$ cat src/rtl/ep0in_pkg.sv
package ep0in_pkg;
    typedef enum logic [1:0] {
        ST_IDLE  = 2'd0,
        ST_ARMED = 2'd1,
        ST_SEND  = 2'd2,
        ST_WAIT  = 2'd3
    } ep0in_state_e;

    function automatic bit ep0in_maxp_ok(input int unsigned m);
        return (m == 8) || (m == 16) || (m == 32) || (m == 64);
    endfunction
endpackage

$ cat src/rtl/ep0in_pkt_buf.sv
module ep0in_pkt_buf #(
    parameter int unsigned DEPTH = 8,
    parameter int unsigned WIDTH = 8,
    localparam int unsigned AW   = $clog2(DEPTH)
) (
    input  logic             clk,
    input  logic             we,
    input  logic [AW-1:0]    waddr,
    input  logic [WIDTH-1:0] wdata,
    input  logic [AW-1:0]    raddr,
    output logic [WIDTH-1:0] rdata
);
    logic [WIDTH-1:0] mem_q [DEPTH];

    always_ff @(posedge clk) begin
        if (we) begin
            mem_q[waddr] <= wdata;
        end
    end

    assign rdata = mem_q[raddr];
endmodule

$ cat src/rtl/ep0in_ack_timer.sv
module ep0in_ack_timer #(
    parameter int unsigned LIMIT = 16,
    localparam int unsigned CW   = $clog2(LIMIT + 1)
) (
    input  logic clk,
    input  logic rst_n,
    input  logic run,
    output logic expired
);
    logic [CW-1:0] cnt_d, cnt_q;

    assign expired = run && (cnt_q == CW'(LIMIT - 1));

    always_comb begin
        cnt_d = cnt_q;
        if (!run) begin
            cnt_d = '0;
        end else if (!expired) begin
            cnt_d = cnt_q + CW'(1);
        end
    end

    always_ff @(posedge clk or negedge rst_n) begin
        if (!rst_n) begin
            cnt_q <= '0;
        end else begin
            cnt_q <= cnt_d;
        end
    end

    // the counter is held at zero outside the wait window
    assert_timer_idle_R11: assert property (@(posedge clk) disable iff (!rst_n)
        !run |=> cnt_q == '0);
endmodule

$ cat src/rtl/ep0_in_stage.sv
module ep0_in_stage
    import ep0in_pkg::*;
#(
    parameter int unsigned MAX_PKT     = 8,
    parameter int unsigned ACK_TIMEOUT = 16,
    localparam int unsigned AW         = $clog2(MAX_PKT),
    localparam int unsigned CW         = $clog2(MAX_PKT + 1)
) (
    input  logic          clk,
    input  logic          rst_n,
    input  logic          fw_wr_en,
    input  logic [7:0]    fw_wr_data,
    input  logic          fw_arm,
    input  logic          fw_setup_ack,
    input  logic          fw_done_clr,
    input  logic          tok_setup,
    input  logic          tok_in,
    input  logic          tok_out,
    input  logic          hs_ack,
    input  logic          tx_ready,
    output logic          tx_valid,
    output logic [7:0]    tx_data,
    output logic          tx_last,
    output logic          tx_zlp,
    output logic          nak_out,
    output logic          done_flag,
    output logic          irq,
    output logic          wr_err,
    output logic          stage_done,
    output logic [CW-1:0] fill_count,
    output logic          armed
);
    initial begin
        assert_maxp_legal: assert (ep0in_maxp_ok(MAX_PKT));
    end

    typedef struct packed {
        ep0in_state_e  st;
        logic [CW-1:0] cnt;
        logic [AW-1:0] rd;
        logic          sack;
        logic          done;
        logic          err;
        logic          sdone;
        logic          nak;
    } regs_t;

    regs_t r_d, r_q;

    logic       wr_ok;
    logic       buf_we;
    logic       last_beat;
    logic       zlp;
    logic       ack_expired;
    logic [7:0] buf_rdata;

    ep0in_pkt_buf #(.DEPTH(MAX_PKT), .WIDTH(8)) u_buf (
        .clk   (clk),
        .we    (buf_we),
        .waddr (r_q.cnt[AW-1:0]),
        .wdata (fw_wr_data),
        .raddr (r_q.rd),
        .rdata (buf_rdata)
    );

    ep0in_ack_timer #(.LIMIT(ACK_TIMEOUT)) u_timer (
        .clk     (clk),
        .rst_n   (rst_n),
        .run     (r_q.st == ST_WAIT),
        .expired (ack_expired)
    );

    always_comb begin
        wr_ok     = fw_wr_en && (r_q.st == ST_IDLE) && (r_q.cnt < CW'(MAX_PKT));
        buf_we    = wr_ok && !tok_setup && !tok_out;
        zlp       = (r_q.cnt == '0);
        last_beat = zlp || (CW'(r_q.rd) == r_q.cnt - CW'(1));

        r_d     = r_q;
        r_d.nak = 1'b0;

        if (fw_setup_ack) r_d.sack = 1'b1;
        if (fw_done_clr)  r_d.done = 1'b0;
        if (fw_wr_en && !wr_ok) r_d.err = 1'b1;
        if (wr_ok) r_d.cnt = r_q.cnt + CW'(1);

        if (tok_in && !(r_q.st == ST_ARMED && r_q.sack) && r_q.st != ST_SEND) begin
            r_d.nak = 1'b1;
        end

        case (r_q.st)
            ST_IDLE: begin
                if (fw_arm) r_d.st = ST_ARMED;
            end
            ST_ARMED: begin
                if (tok_in && r_q.sack) begin
                    r_d.st = ST_SEND;
                    r_d.rd = '0;
                end
            end
            ST_SEND: begin
                if (tx_ready) begin
                    if (last_beat) r_d.st = ST_WAIT;
                    else           r_d.rd = r_q.rd + AW'(1);
                end
            end
            ST_WAIT: begin
                if (hs_ack) begin
                    r_d.st   = ST_IDLE;
                    r_d.cnt  = '0;
                    r_d.rd   = '0;
                    r_d.done = 1'b1;
                end else if (ack_expired) begin
                    r_d.st = ST_ARMED;
                end
            end
            default: r_d.st = ST_IDLE;
        endcase

        if (tok_out) begin
            r_d.st    = ST_IDLE;
            r_d.cnt   = '0;
            r_d.rd    = '0;
            r_d.sdone = 1'b1;
            r_d.nak   = 1'b0;
        end

        if (tok_setup) begin
            r_d.st    = ST_IDLE;
            r_d.cnt   = '0;
            r_d.rd    = '0;
            r_d.sack  = 1'b0;
            r_d.err   = 1'b0;
            r_d.sdone = 1'b0;
            r_d.nak   = 1'b0;
        end
    end

    always_ff @(posedge clk or negedge rst_n) begin
        if (!rst_n) begin
            r_q <= '{st: ST_IDLE, cnt: '0, rd: '0, sack: 1'b0, done: 1'b0,
                     err: 1'b0, sdone: 1'b0, nak: 1'b0};
        end else begin
            r_q <= r_d;
        end
    end

    assign tx_valid   = (r_q.st == ST_SEND);
    assign tx_data    = zlp ? 8'h00 : buf_rdata;
    assign tx_last    = tx_valid && last_beat;
    assign tx_zlp     = tx_valid && zlp;
    assign nak_out    = r_q.nak;
    assign done_flag  = r_q.done;
    assign irq        = r_q.done;
    assign wr_err     = r_q.err;
    assign stage_done = r_q.sdone;
    assign fill_count = r_q.cnt;
    assign armed      = (r_q.st != ST_IDLE);

    assert_nak_without_sack_R2: assert property (@(posedge clk) disable iff (!rst_n)
        tok_in && !r_q.sack && !tok_setup && !tok_out |=> nak_out);

    assert_tx_needs_sack_R2: assert property (@(posedge clk) disable iff (!rst_n)
        tx_valid |-> r_q.sack);

    assert_hold_under_stall_R4: assert property (@(posedge clk) disable iff (!rst_n)
        tx_valid && !tx_ready && !tok_setup && !tok_out
        |=> tx_valid && $stable(tx_data) && $stable(tx_last));

    assert_done_after_ack_R5: assert property (@(posedge clk) disable iff (!rst_n)
        $rose(done_flag) |-> $past(hs_ack && r_q.st == ST_WAIT));

    assert_full_write_dropped_R7: assert property (@(posedge clk) disable iff (!rst_n)
        fw_wr_en && r_q.cnt == CW'(MAX_PKT) && !tok_setup && !tok_out
        |=> wr_err && $stable(fill_count));

    assert_zlp_single_beat_R8: assert property (@(posedge clk) disable iff (!rst_n)
        tx_zlp |-> tx_last && tx_data == 8'h00);

    assert_out_ends_stage_R9: assert property (@(posedge clk) disable iff (!rst_n)
        tok_out && !tok_setup |=> !tx_valid && stage_done && fill_count == '0);

    assert_setup_keeps_done_R10: assert property (@(posedge clk) disable iff (!rst_n)
        tok_setup && !hs_ack && !fw_done_clr |=> done_flag == $past(done_flag) && !armed);

    assert_timeout_rearms_R11: assert property (@(posedge clk) disable iff (!rst_n)
        ack_expired && !hs_ack && !tok_setup && !tok_out
        |=> r_q.st == ST_ARMED && $stable(fill_count));
endmodule

$ cat config.mk
export PLATFORM = sky130hd
export DESIGN_NAME = ep0_in_stage
export DESIGN_NICKNAME = d
export VERILOG_FILES = /design/src/rtl/ep0in_pkg.sv /design/src/rtl/ep0in_pkt_buf.sv /design/src/rtl/ep0in_ack_timer.sv /design/src/rtl/ep0_in_stage.sv
export SDC_FILE = /design/constraint.sdc
export NUM_CORES = 1
export LEC_CHECK = 0
export BUFFER_PORTS_ARGS = -buffer_cell sky130_fd_sc_hd__buf_2
export CAP_MARGIN = 5
export CELL_PAD_IN_SITES_DETAIL_PLACEMENT = 1
export CELL_PAD_IN_SITES_GLOBAL_PLACEMENT = 1
export CORE_UTILIZATION = 54
export CTS_BUF_LIST = sky130_fd_sc_hd__clkbuf_8
export DETAILED_ROUTE_END_ITERATION = 6
export HOLD_SLACK_MARGIN = 0.08
export PLACE_DENSITY = 0.87
export SLEW_MARGIN = 5
export SYNTH_ARGS = -nofsm -noshare
export SYNTH_HDL_FRONTEND = slang
export SYNTH_SLANG_ARGS = --single-unit
$ cat constraint.sdc
create_clock -name clk -period 4.05 [get_ports clk]
set_input_delay 0.81 -clock clk [delete_from_list [all_inputs] [get_ports clk]]
set_output_delay 0.81 -clock clk [all_outputs]
set_load 0.05 [all_outputs]
==> flow_metrics.py <==
metrics = {
    "run_status": {
        "status": "finished clean",
    },
    "sta": {
        "finalCritPeriodShare_pct": 86.1,
        "tns_ns": 0,
        "finalCriticalPeriod_ns": 3.49,
        "finalSetupViolCount": 0,
        "slew_headroom_pct": 34.2,
        "drv_slew": 0,
        "tightest_slew_ns": 0.983,
        "finClkSkew_ns": 0.0108,
        "finalWorstSetupSlack_ns": 0.563,
        "hold_viol": 0,
        "rsz0062_at_grt": "no",
        "fmax_mhz": 287,
    },
    "routing": {
        "via_per_inst": 5.98,
        "drt_wl_total_um": 8530,
        "dr.pass1.iters": 6,
        "drtAntennaViolNets": 0,
        "wl_per_cell_um": 23.0,
        "drc_errors": 0,
        "drtIter0Drc": 152,
        "vias": 2217,
    },
    "yosys": {
        "postSynthAreaPerCell_um2": 14.8,
        "synth_cell_type_count": 44,
        "synth-xor-area-share_pct": 2.32,
        "synth_top_family_by_area": "multiplexers",
        "ys_ff_latch": 83,
        "synthCells": 251,
        "synth_adder_area_share_pct": 3.03,
        "syn_nets": 279,
        "async_flop_share_pct": 22.9,
        "synthFlopType": "edfxtp_1",
        "yosysWarnings": 0,
        "synth_edf_count": 64,
        "muxShareOfSynthArea_pct": 12.4,
        "synth_compound_area_share_pct": 3.84,
        "syn_area_um2": 3710,
        "synthSimpleGateAreaFrac_pct": 10.1,
        "ys_seq_area_share_pct": 64.6,
    },
    "worst_setup_path": {
        "slowest_delay_ns": 0.53,
        "crit_required_ns": 3.24,
        "start_kind": "flop",
        "crit_start": "fill_count[0]",
        "critPathKind": "reg2out",
        "crit_fanout": 8,
        "slowest_stage": "dfrtp_1",
        "cp.arrival_ns": 2.68,
        "reg2reg_from": "r_q[12]",
        "reg2regPathDepth": 6,
        "crit_chain": "inv_1, ha_1, xnor2_1, nor4_2, and2_1, nor2_1, nor2_1, buf_2",
        "path_common_cell": "nor2_1",
        "crit_path_end_kind": "output pin",
    },
    "floorplan": {
        "initial_utilization_pct": 57.2,
        "die_area_um2": 7210,
        "io_pins": 40,
        "die-height_um": 84.9,
        "row_count": 29,
        "die_w_um": 84.9,
        "core_area_um2": 6490,
    },
    "clocking": {
        "cts_buffer_depth": 2,
        "cts.htree.levels": 3,
        "clkLatencyLatePin_ns": 0.35,
        "cts_buffers": 9,
        "postCtsHoldBufs": 0,
        "cts.sink_count": 83,
        "cts_tree": "done",
        "clk_pin_slew_worst_paths_ns": 0.09,
        "cts.repair.resized": 0,
        "post_cts_buffers": 0,
        "cts-root-buf": "clkbuf_8",
    },
    "place": {
        "dp_hpwl_um": 6040,
        "place_congestion": 0.772,
        "dp.cells": 355,
        "io_buffers": 39,
        "post-place-ws_ns": 0.984,
    },
    "final_layout": {
        "antenna_cells": 0,
        "final_nets": 317,
        "area_growth_pct": 11.7,
        "drive_above_1_share_pct": 27.2,
        "stdcell_count": 371,
        "post-route-util_pct": 63.9,
    },
    "global_route": {
        "grt_pass1_vias": 2426,
        "grt_pass1_wl_um": 13500,
        "overflow": 0,
        "grt_max_degree": 20,
        "antenna_found_initial": 0,
        "grtUsageTotal_pct": 26.3,
    },
    "min_path": {
        "hp-class": "in2async",
    },
    "pwr": {
        "peakVddDrop_mv": 0.336,
        "power.leakage_nw": 1.51,
        "power_w": 0.00164,
        "power_density_nw_per_um2": 396,
    },
    "job": {
        "maxCapViolCount": 0,
    },
}
-- synth_stat cells, types with 2 or more instances --
cell type	n	share of area [%]
buf_1	3	0.30
clkbuf_1	3	0.30
a31oi_1	3	0.51
nand3_1	5	0.67
xnor2_1	7	1.7
edfxtp_1	64	52
dfrtp_1	19	13
nand2_1	16	1.6
mux2i_1	10	2.7
nor2b_1	3	0.51
buf_4	6	1.2
o211ai_1	2	0.40
buf_2	4	0.54
inv_1	11	1.1
nand2b_1	3	0.51
o31a_1	2	0.47
a21oi_1	4	0.54
nor2_1	26	2.6
or4_1	2	0.40
nor3_1	2	0.27
mux4_2	16	9.7
and2_1	6	1.0
o21ai_0	3	0.40
or3_1	2	0.34
ha_1	9	3.0
nor3b_1	2	0.40
-- metrics by stage --
| step | hold WS (ns) | instance area (µm²) |
|---|---|---|
| 2_1_floorplan | 0.480 | 3710 |
| 3_3_place_gp | 0.470 | 3950 |
| 3_5_place_dp | 0.481 | 3950 |
| 4_1_cts | 0.407 | 4150 |
| 5_1_grt | 0.427 | 4150 |
| 6_report | 0.407 | 4150 |
-- critical path: cells and delay by family (launching register included) --
family	cells	cell delay, ns
AND/OR/NAND/NOR	4	0.86
flip-flops	1	0.53
buffers and inverters	2	0.42
adder cells (fa/ha/maj)	1	0.36
XOR/XNOR	1	0.15
-- layout make-up --
cell class,instances,area [µm²]
sequential,83,2400
fill,616,2350
multi-input combinational,139,1180
timing repair buffer,44,233
clock buffer,9,124
tap,77,96.3
clock inverter,7,75.1
inverter,12,45.0
-- cell usage in the layout (no fill, tap or decap), drive strengths merged, types with 5 or more instances in the layout --
master / synthesis / final
mux4: 16 / 16
edfxtp: 64 / 64
inv: 11 / 13
nand3: 5 / 5
buf: 13 / 44
and2: 6 / 6
nor2: 26 / 26
nand2: 16 / 16
clkbuf: 4 / 9
xnor2: 7 / 7
dfrtp: 19 / 19
mux2i: 10 / 10
ha: 9 / 9
-- state kept, by name (all words and copies together), names as in the netlist --
name and count:
u_buf.mem_q 64, u_timer.cnt_q 5, r_q 6, fill_count 4
nak_out 1, wr_err 1, stage_done 1, done_flag 1
-- worst paths after layout --
kind	end	slack, ns
max	tx_last	0.56
min	nak_out	0.41
max reg2reg	u_buf.mem_q[2][7]	1.32
min reg2reg	stage_done	0.50
max in group asynchronous	u_timer.cnt_q[3]	3.31
min in group clk	stage_done	0.50
-- cell families (layout without fill, tap and decap cells) --
group / after synthesis / after routing
fa+ha+maj: 9 / 9
simple gates: 75 / 75
xor+xnor: 9 / 9
flops: 83 / 83
mux: 26 / 26
compound gates: 20 / 20
buf+inv: 29 / 72
-- routing by layer --
metal	wire length, µm	vias to the layer above	GRT usage, %
li1	-	1000	-
met1	3510	1134	33.1
met5	0	-	0
met2	4510	65	45.5
met4	206	0	10.8
met3	304	18	4.96
-- power by group --
group | switching [W] | total, W | internal [W] | leakage [nW]
clock network | 0.000309 | 0.000597 | 0.000288 | 0.0939
logic | 0.0000796 | 0.000113 | 0.0000331 | 0.576
registers | 0.00000607 | 0.000931 | 0.000925 | 0.836
No activity file was read; power rests on OpenSTA's default activity.
